[src/rtl/mdio_pkg.sv]
package mdio_pkg;
  localparam int PHY_W     = 5;
  localparam int REG_W     = 5;
  localparam int DAT_W     = 16;
  localparam int PRE_LEN   = 32;
  localparam int FRAME_LEN = PRE_LEN + 2 + 2 + PHY_W + REG_W + 2 + DAT_W;
  localparam int CNT_W     = $clog2(FRAME_LEN);
  localparam int FIELD_W   = PHY_W + REG_W + 1;
  localparam int CMD_W     = FIELD_W + 1;
  localparam int TA_POS    = PRE_LEN + 4 + PHY_W + REG_W;
  localparam int RD_POS    = TA_POS + 2;

  typedef struct packed {
    logic load;
    logic shift;
    logic sample;
  } mdioStrobeT;
endpackage

[src/rtl/mdio_clkgen.sv]
module mdio_clkgen #(
  parameter int DIV_W = 8
) (
  input  logic             clk,
  input  logic             rstN,
  input  logic             en,
  input  logic [DIV_W-1:0] div,
  output logic             mdc,
  output logic             riseTick,
  output logic             fallTick
);
  logic [DIV_W-1:0] cnt;
  logic             wrap;

  assign wrap     = (cnt >= div);
  assign riseTick = en && wrap && !mdc;
  assign fallTick = en && wrap && mdc;

  always_ff @(posedge clk) begin
    if (!rstN) begin
      cnt <= '0;
      mdc <= 1'b0;
    end else if (!en) begin
      cnt <= '0;
      mdc <= 1'b0;
    end else if (wrap) begin
      cnt <= '0;
      mdc <= ~mdc;
    end else begin
      cnt <= cnt + 1'b1;
    end
  end

  // clock parks low whenever no transaction runs
  a_r3_idle_low: assert property (@(posedge clk) disable iff (!rstN)
    !en |=> !mdc && (cnt == '0));
  // a tick of each kind never coincides
  a_r3_tick_excl: assert property (@(posedge clk) disable iff (!rstN)
    !(riseTick && fallTick));
endmodule

[src/rtl/mdio_ctrl.sv]
module mdio_ctrl
  import mdio_pkg::*;
(
  input  logic       clk,
  input  logic       rstN,
  input  logic       startReq,
  input  logic       opWrite,
  input  logic       riseTick,
  input  logic       fallTick,
  output logic       busy,
  output logic       mdioOe,
  output mdioStrobeT strb
);
  localparam logic [CNT_W-1:0] LAST_BIT = CNT_W'(FRAME_LEN - 1);
  localparam logic [CNT_W-1:0] TA_BIT   = CNT_W'(TA_POS);
  localparam logic [CNT_W-1:0] RD_BIT   = CNT_W'(RD_POS);

  logic [CNT_W-1:0] bitIdx;
  logic             isRead;
  logic             finish;

  always_comb begin
    strb.load   = startReq && !busy;
    strb.shift  = busy && fallTick;
    strb.sample = busy && riseTick && isRead && (bitIdx >= RD_BIT);
    finish      = strb.shift && (bitIdx == LAST_BIT);
    mdioOe      = busy && !(isRead && (bitIdx >= TA_BIT));
  end

  always_ff @(posedge clk) begin
    if (!rstN) begin
      busy   <= 1'b0;
      bitIdx <= '0;
      isRead <= 1'b0;
    end else if (strb.load) begin
      busy   <= 1'b1;
      bitIdx <= '0;
      isRead <= !opWrite;
    end else if (strb.shift) begin
      bitIdx <= bitIdx + 1'b1;
      if (finish) busy <= 1'b0;
    end
  end

  // a start while idle raises busy with the bit counter at zero
  a_r2_launch: assert property (@(posedge clk) disable iff (!rstN)
    startReq && !busy |=> busy && (bitIdx == '0));
  // the last falling edge ends the transaction
  a_r2_clear_at_end: assert property (@(posedge clk) disable iff (!rstN)
    finish |=> !busy);
  // read data is only taken while the master has released the line
  a_r6_sample_released: assert property (@(posedge clk) disable iff (!rstN)
    strb.sample |-> !mdioOe);
  // strobes to the datapath are mutually exclusive
  a_r7_strobe_excl: assert property (@(posedge clk) disable iff (!rstN)
    $onehot0({strb.load, strb.shift, strb.sample}));
endmodule

[src/rtl/mdio_datapath.sv]
module mdio_datapath
  import mdio_pkg::*;
(
  input  logic               clk,
  input  logic               rstN,
  input  logic               busy,
  input  logic               cmdWr,
  input  logic [FIELD_W-1:0] cmdFields,
  input  logic               datWr,
  input  logic [DAT_W-1:0]   datIn,
  input  mdioStrobeT         strb,
  input  logic               mdioI,
  output logic [FIELD_W-1:0] fieldsOut,
  output logic [DAT_W-1:0]   datOut,
  output logic               mdioO
);
  logic [PHY_W-1:0]     phyReg;
  logic [REG_W-1:0]     regReg;
  logic                 opReg;
  logic [DAT_W-1:0]     datReg;
  logic [FRAME_LEN-1:0] frameSr;
  logic [FRAME_LEN-1:0] frameNew;
  logic                 newWrite;

  assign newWrite = cmdFields[FIELD_W-1];

  always_comb begin
    frameNew = {{PRE_LEN{1'b1}}, 2'b01,
                (newWrite ? 2'b01 : 2'b10),
                cmdFields[REG_W +: PHY_W],
                cmdFields[0 +: REG_W],
                2'b10,
                (newWrite ? datReg : {DAT_W{1'b1}})};
  end

  always_ff @(posedge clk) begin
    if (!rstN) begin
      phyReg <= '0;
      regReg <= '0;
      opReg  <= 1'b0;
    end else if (cmdWr && !busy) begin
      opReg  <= newWrite;
      phyReg <= cmdFields[REG_W +: PHY_W];
      regReg <= cmdFields[0 +: REG_W];
    end
  end

  always_ff @(posedge clk) begin
    if (!rstN) begin
      datReg <= '0;
    end else if (datWr && !busy) begin
      datReg <= datIn;
    end else if (strb.sample) begin
      datReg <= {datReg[DAT_W-2:0], mdioI};
    end
  end

  always_ff @(posedge clk) begin
    if (!rstN) begin
      frameSr <= '0;
    end else if (strb.load) begin
      frameSr <= frameNew;
    end else if (strb.shift) begin
      frameSr <= {frameSr[FRAME_LEN-2:0], 1'b1};
    end
  end

  assign mdioO     = frameSr[FRAME_LEN-1];
  assign fieldsOut = {opReg, phyReg, regReg};
  assign datOut    = datReg;

  // host writes cannot disturb the data word mid-transaction
  a_r7_data_frozen: assert property (@(posedge clk) disable iff (!rstN)
    busy && !strb.sample |=> $stable(datReg));
  // stored fields hold while busy
  a_r7_fields_frozen: assert property (@(posedge clk) disable iff (!rstN)
    busy |=> $stable({opReg, phyReg, regReg}));
  // the frame only moves on a load or a falling-edge shift
  a_r8_shift_on_fall: assert property (@(posedge clk) disable iff (!rstN)
    !strb.shift && !strb.load |=> $stable(frameSr));
endmodule

[src/rtl/mdio_mgmt.sv]
module mdio_mgmt
  import mdio_pkg::*;
#(
  parameter int DIV_W = 8
) (
  input  logic             clk,
  input  logic             rstN,
  input  logic [DIV_W-1:0] mdcDiv,
  input  logic             cmdWr,
  input  logic [CMD_W-1:0] cmdData,
  input  logic             datWr,
  input  logic [DAT_W-1:0] datIn,
  output logic [CMD_W-1:0] cmdStatus,
  output logic [DAT_W-1:0] datOut,
  output logic             mdc,
  output logic             mdioO,
  output logic             mdioOe,
  input  logic             mdioI
);
  logic               busy;
  logic               riseTick;
  logic               fallTick;
  logic [FIELD_W-1:0] fieldsOut;
  mdioStrobeT         strb;

  mdio_clkgen #(.DIV_W(DIV_W)) i_clkgen (
    .clk      (clk),
    .rstN     (rstN),
    .en       (busy),
    .div      (mdcDiv),
    .mdc      (mdc),
    .riseTick (riseTick),
    .fallTick (fallTick)
  );

  mdio_ctrl i_ctrl (
    .clk      (clk),
    .rstN     (rstN),
    .startReq (cmdWr && cmdData[CMD_W-1]),
    .opWrite  (cmdData[CMD_W-2]),
    .riseTick (riseTick),
    .fallTick (fallTick),
    .busy     (busy),
    .mdioOe   (mdioOe),
    .strb     (strb)
  );

  mdio_datapath i_datapath (
    .clk       (clk),
    .rstN      (rstN),
    .busy      (busy),
    .cmdWr     (cmdWr),
    .cmdFields (cmdData[FIELD_W-1:0]),
    .datWr     (datWr),
    .datIn     (datIn),
    .strb      (strb),
    .mdioI     (mdioI),
    .fieldsOut (fieldsOut),
    .datOut    (datOut),
    .mdioO     (mdioO)
  );

  assign cmdStatus = {busy, fieldsOut};

  // line value is settled when the PHY samples it
  a_r8_mdio_steady: assert property (@(posedge clk) disable iff (!rstN)
    $rose(mdc) |-> $stable(mdioO));
endmodule

[config.mk]
export PLATFORM = sky130hd
export DESIGN_NAME = mdio_mgmt
export DESIGN_NICKNAME = d
export VERILOG_FILES = /design/src/rtl/mdio_pkg.sv /design/src/rtl/mdio_clkgen.sv /design/src/rtl/mdio_ctrl.sv /design/src/rtl/mdio_datapath.sv /design/src/rtl/mdio_mgmt.sv
export SDC_FILE = /design/constraint.sdc
export NUM_CORES = 1
export LEC_CHECK = 0
export BUFFER_PORTS_ARGS = -buffer_cell sky130_fd_sc_hd__clkbuf_2
export CORE_AREA = 2 2 88 153
export DETAILED_ROUTE_END_ITERATION = 12
export DIE_AREA = 0 0 90 155
export PLACE_DENSITY_LB_ADDON = 0.3
export SYNTH_ARGS = -nofsm -noshare
export SYNTH_HDL_FRONTEND = slang
export SYNTH_SLANG_ARGS = --single-unit
[constraint.sdc]
create_clock -name clk -period 4.9 [get_ports clk]
set_clock_uncertainty 0.2 [all_clocks]
set_input_delay 0.49 -clock clk [delete_from_list [all_inputs] [get_ports clk]]
set_output_delay 0.49 -clock clk [all_outputs]
set_load 0.1 [all_outputs]
==> out/summary.txt, run 1 <==
Gr ovfl total -> 0
Total CTS buffers -> 9
DRC Markers -> 0
Clk sinks -> 108
CTS Hold Bufs -> 0
Status -> completed
Leakage -> 2.43 nW
Fraction of layout cells with a size suffix above 1 -> 19.5%
Seq pwr share -> 46.7%
Setup WS post-layout -> 1810 ps
Top cell type's share of synthesized area -> 44.7%
Fin Hold WS -> 171 ps
DR pass1 iterations -> 4
Logic pwr share -> 15.0%
Place WS -> 1700 ps
Number of synthesized flops with an enable pin -> 0
# diodes -> 0
Clock power frac -> 38.3%
Max-cap check violation count -> 0
CP required -> 4970 ps
Fin. max-slew vios -> 0
Critical path type -> reg2reg
Fin nets -> 606
Placed inst area -> 0.00521 sq mm
Most frequent cells in the layout -> dfxtp_1, clkbuf_2, nand2_1
Cell internal pwr -> 1.49 mW
Largest net degree at the start of global routing -> 55
Die extent in x -> 90 um
Final instance area -> 0.00553 sq mm
Mapped Area -> 0.00484 sq mm
Share of the cycle needed by the critical path after routing -> 63.1%
Crit-path leading delay family -> compound AO/OA/AOI/OAI gates
Final wirelength -> 11.1 mm
Area Overhead vs Synth -> 14.3%
CP cell instances -> inv_1, ha_1, nand2b_4, a2111o_4, a31oi_4, o21ai_0, a21oi_1
Hold Violations, Final -> 0
Warnings, synthesis -> 0
Worst slew margin relative to its limit -> 18.5%
Post-CTS sizing -> 0
Multi-input gate area -> 0.00236 sq mm
Initial antenna violation count -> 0
Routed vias/inst -> 5.37
Post-synth ARST share -> 0%
Row count -> 55
Switch share -> 27.4%
CTS tree -> done
Detailed placement HPWL -> 7.65 mm
Endpoint class of the critical path -> flop
Placer Congestion -> 0.778
Sequential Area -> 0.00216 sq mm
Wire per inst -> 15.2 um
Die height -> 155 um
Die area -> 0.0140 sq mm
NetSw -> 0.562 mW
# port buffers -> 71
H-tree levels -> 3
Instance count of the mapped netlist -> 514
Crit path buffers/inverters -> 1
Worst EP arrival -> 3170 ps
Total track usage -> 16.1%
Synth area leaders -> dfxtp_1, o211a_1, or3_1
Max incr delay on CP -> 940 ps
Final setup vio count -> 0
F_max -> 323 MHz
Worst-Skew Late Latency -> 350 ps
RSZ-0062 raised after global routing -> no
Netlist cell types -> 48
Starting Density -> 37.8%
First-pass GRT wire length -> 18.4 mm
Slowest CP cell -> a31oi_4
Synthesized flop and latch total -> 108
Most common cell after layout, fill and taps aside -> dfxtp_1
Vias in the first global route -> 3958
Worst vdd ir -> 0.000190 V
CP Max Fanout -> 47
Post-CTS setup buffers -> 0
Synth Net Count -> 565
Setup TNS -> 0 ps
Top_reg_cell synth -> dfxtp_1
CORE AREA -> 0.0128 sq mm
Worst setup SP type -> flop
Pwr/cell area -> 370 mW/mm^2
Seq/Total Area, Yosys -> 44.7%
Ports -> 72
Drt first-iter violations -> 155
Fin crit period -> 3090 ps
Root buffer cell -> clkbuf_16
Area leader, netlist -> dfxtp_1
Layout Utilization -> 43.2%
HP Class -> in2reg
Clock transition at path regs -> 70 ps
Bufs on Longest Clock Path -> 2
Post-DRT Antenna Nets -> 0
Worst-Margin Slew -> 1220 ps
Filler instances -> 1280
Via count -> 3923
Syn Area/Cell -> 9.42 sq um
-- kinds of logic after synthesis --
logic type               share of synthesized area [%]
flip-flops                                        44.7
AO/OA/AOI/OAI                                     26.9
buffers and inverters                             6.98
XOR/XNOR                                          1.45
AND/OR/NAND/NOR                                   17.4
adder cells (fa/ha/maj)                           2.58
-- final cells by class --
| type | instances | share of cell area [%] |
|---|---|---|
| multi-input combinational | 336 | 42.6 |
| clock inverter | 4 | 1.31 |
| clock buffer | 11 | 4.57 |
| tap | 171 | 3.87 |
| sequential | 108 | 39.1 |
| inverter | 26 | 1.76 |
| timing repair buffer | 74 | 6.83 |
-- flip-flops by register name, summed over array words and instances (netlist names) --
name,count
i_datapath.phyReg,5
i_ctrl.busy,1
i_clkgen.cnt,8
i_datapath.datOut,16
i_ctrl.isRead,1
i_ctrl.bitIdx,6
i_datapath.opReg,1
i_datapath.regReg,5
i_clkgen.mdc,1
i_datapath.frameSr,64
-- worst paths after layout --
check	from	end	slack [ps]	cells past startpoint
worst min-delay path	datIn[4]	i_datapath.datOut[4]	170	3
worst max register to register	i_clkgen.cnt[0]	i_ctrl.bitIdx[5]	1810	7
worst max-delay path	i_clkgen.cnt[0]	i_ctrl.bitIdx[5]	1810	7
worst min register to register	i_datapath.frameSr[31]	i_datapath.frameSr[31]	260	2
-- through the flow --
stage,total power [mW],std cells
after CTS,2.07,730
final,2.05,730
after floorplan,1.22,514
after detailed placement,1.29,715
after global placement,1.28,715
after global routing,2.13,730
-- layer usage --
layer  GRT usage, %  vias up  wire (um)
li1               -     1940          -
met1           17.6     1888       4720
met2           29.4       79       5820
met3           2.66       16        356
met4           8.72        0        211
met5              0        -          0
-- worst min-delay path, cell delays in order --
cell,delay (ps)
clkbuf_2,80
nand3_1,60
o221ai_1,60
-- cells in the mapped netlist, types with 3 or more instances --
library cell	instances
ha_1	10
o211a_1	34
a21boi_0	20
o21ai_0	12
buf_6	6
xor2_1	5
and2_1	5
a221oi_1	15
and3_1	3
xnor2_1	3
a32oi_1	10
clkbuf_1	23
or3_1	38
inv_1	26
o221ai_2	8
buf_2	9
buf_4	5
nor2b_1	17
nand3_1	22
nor2_1	13
nand2_1	58
a21oi_1	25
a21boi_1	3
dfxtp_1	108
nand4_1	4
a31oi_1	4
-- power groups by stage --
stage                     sequential [mW]  combinational, mW  clock [mW]
after floorplan                      1.07              0.147           0
after CTS                           0.957              0.309       0.803
after detailed placement            0.977              0.308           0
final                               0.958              0.306       0.786
after global routing                0.963              0.329       0.834
after global placement              0.975              0.302           0
Power figures use the tool's default switching activity.
==> run 2, diff against run 1 <==
--- a/config.mk
+++ b/config.mk
@@ -5,10 +5,11 @@
 export SDC_FILE = /design/constraint.sdc
 export NUM_CORES = 1
 export LEC_CHECK = 0
+export ABC_AREA = 1
 export BUFFER_PORTS_ARGS = -buffer_cell sky130_fd_sc_hd__clkbuf_2
-export CORE_AREA = 2 2 88 153
+export CORE_AREA = 2 2 87 152
 export DETAILED_ROUTE_END_ITERATION = 12
-export DIE_AREA = 0 0 90 155
+export DIE_AREA = 0 0 89 154
 export PLACE_DENSITY_LB_ADDON = 0.3
 export SYNTH_ARGS = -nofsm -noshare
 export SYNTH_HDL_FRONTEND = slang
==> constraint.sdc (replaced) <==
create_clock -name clk -period 3.1 [get_ports clk]
set_clock_uncertainty 0.2 [all_clocks]
set_input_delay 0.31 -clock clk [delete_from_list [all_inputs] [get_ports clk]]
set_output_delay 0.31 -clock clk [all_outputs]
set_load 0.1 [all_outputs]
==> out/summary.txt, run 2 <==
Final setup vio count -> 0
Worst setup SP type -> flop
Status -> completed
RSZ-0062 raised after global routing -> no
Max incr delay on CP -> 370 ps
Routed vias/inst -> 4.79
Place WS -> 519 ps
Final wirelength -> 10.8 mm
Most frequent CP cell -> nor2_1
Drt first-iter violations -> 186
Synth top cells by count -> nand2_1, nor2_1, dfxtp_1
Worst Hold End -> i_datapath.frameSr[19]
Via count -> 4378
Layout Utilization -> 44.3%
Post-CTS sizing -> 0
Synth Net Count -> 743
Worst vdd ir -> 0.000275 V
R2R Setup Slk -> 600 ps
Fin Hold WS -> 22.1 ps
Filler instances -> 1324
Hold_sp -> cmdData[1]
Most frequent cells in the layout -> nand2_1, nor2_1, dfxtp_1
Top cell type's share of synthesized area -> 45.0%
Share of the cycle needed by the critical path after routing -> 80.5%
Post-synth ARST share -> 0%
Syn Area/Cell -> 6.94 sq um
Detailed placement HPWL -> 7.76 mm
Starting Density -> 38.6%
Worst-case reg-to-reg path depth -> 14
RR Startpoint -> i_clkgen.cnt[0]
Worst-Skew Late Latency -> 350 ps
Top_reg_cell synth -> dfxtp_1
Total CTS buffers -> 9
Worst Setup SP -> i_clkgen.cnt[0]
CORE AREA -> 0.0124 sq mm
Warnings, synthesis -> 0
F_max -> 401 MHz
CP Max Fanout -> 23
Max-cap check violation count -> 0
Fraction of layout cells with a size suffix above 1 -> 14.2%
CP required -> 3130 ps
Fin crit period -> 2500 ps
CP cell instances -> inv_1, ha_1, nand2_1, nor2_1, nor2_1, nand2_1, nand2_2, nand2_4, nand3_2, nand2_1, buf_4, nor2_1, nor2_1, nor2_1
DRC Markers -> 0
DR pass1 iterations -> 4
Setup TNS -> 0 ps
H-tree levels -> 3
Slowest CP cell -> dfxtp_1
Fin. max-slew vios -> 0
Clk sinks -> 108
Fin nets -> 792
Biggest register -> i_datapath.frameSr
Post-CTS setup buffers -> 0
Pwr/cell area -> 562 mW/mm^2
CTS tree -> done
Terminus of the critical flop-to-flop path -> i_datapath.frameSr[24]
Worst slew margin relative to its limit -> 57.6%
Seq/Total Area, Yosys -> 45.0%
Met3 wire len -> 354 um
Area leader, netlist -> dfxtp_1
Synthesized flop and latch total -> 108
CTS Hold Bufs -> 0
Placer Congestion -> 0.826
Top Layer Used -> met4
Initial antenna violation count -> 0
Met1 Wirelength -> 4.67 mm
Number of synthesized flops with an enable pin -> 0
Hold Violations, Final -> 0
Clock transition at path regs -> 70 ps
# port buffers -> 71
Die extent in x -> 89 um
Largest net degree at the start of global routing -> 39
HP Class -> in2reg
Die height -> 154 um
Total track usage -> 16.7%
Mapped Area -> 0.00480 sq mm
Worst-Margin Slew -> 633 ps
# diodes -> 0
Vias in the first global route -> 4222
Gr ovfl total -> 0
Worst EP arrival -> 2520 ps
Hold Path Depth -> 3
Ports -> 72
Setup WS post-layout -> 605 ps
Most common cell after layout, fill and taps aside -> nand2_1
Root buffer cell -> clkbuf_16
Synth area leaders -> dfxtp_1, nand2_1, nor2_1
Endpoint class of the critical path -> flop
Area Overhead vs Synth -> 14.7%
Leakage -> 2.61 nW
Met2 WL -> 5.48 mm
Wire per inst -> 11.8 um
Most frequent cell after synthesis -> nand2_1
Critical path type -> reg2reg
Row count -> 54
Max FFs per register -> 64
Bufs on Longest Clock Path -> 2
Die area -> 0.0137 sq mm
First-pass GRT wire length -> 18.6 mm
Netlist cell types -> 31
Tot Pwr -> 3.09 mW
Instance count of the mapped netlist -> 692
Post-DRT Antenna Nets -> 0
[run 2: changes by cell type after synthesis, sizes merged, moves of 15 or more]
cell	previous run	this run
nor2b	17	0
or3	38	0
nor2	13	150
inv	26	49
o21ai	13	65
a221oi	15	0
nand4	4	20
nand2	58	170
a21boi	23	0
o211a	34	0
[run 2: metrics by stage]
stage / instance area (sq um) / cells
after floorplan: 4800 / 692
after global placement: 5220 / 898
after detailed placement: 5220 / 898
after CTS: 5510 / 914
after global routing: 5510 / 914
final: 5510 / 914
[run 2: worst max path at each step]
stage | to | slack [ps] | cells after the start
finish | i_datapath.frameSr[24] | 600 | 14
global placement | i_datapath.frameSr[12] | 560 | 15
CTS | i_datapath.frameSr[13] | 590 | 14
global route | i_datapath.frameSr[3] | 340 | 7
floorplan | mdioOe | 580 | 5
detailed placement | i_datapath.frameSr[24] | 520 | 15
[run 2: kinds of logic after synthesis]
logic type,after synthesis,share of synthesized area [%]
simple gates,381,32.9
flops,108,45.0
compound gates,96,10.2
buf+inv,92,8.46
fa+ha+maj,10,2.60
xor+xnor,5,0.912
[run 2: critical path: cells and delay by family, from the launching register on]
kind | cells | cell delay, ps
buffers and inverters | 2 | 340
DFF | 1 | 370
adders and majority gates | 1 | 260
and+or+nand+nor | 11 | 1200
[run 2: per-layer routing]
layer | GRT usage (%) | vias to the layer above
met5 | 0 | -
li1 | - | 2296
met4 | 7.75 | 0
met1 | 19.8 | 1987
met3 | 2.90 | 19
met2 | 28.4 | 76
[run 2: final cells by class]
| class | instances | area [sq um] | share of cell area, % |
|---|---|---|---|
| clock buffers | 10 | 239 | 4.34 |
| clock inverters | 6 | 48.8 | 0.886 |
| inverters | 49 | 184 | 3.34 |
| multi-input cells | 492 | 2240 | 40.6 |
| flip-flops and latches | 108 | 2160 | 39.2 |
| well taps | 168 | 210 | 3.81 |
| repair buffers | 81 | 430 | 7.81 |
[run 2: power by group]
group	switching [mW]	internal [mW]	leakage, nW
combinational	0.380	0.115	1.58
clock	0.512	0.574	0.143
sequential	0.0472	1.47	0.885
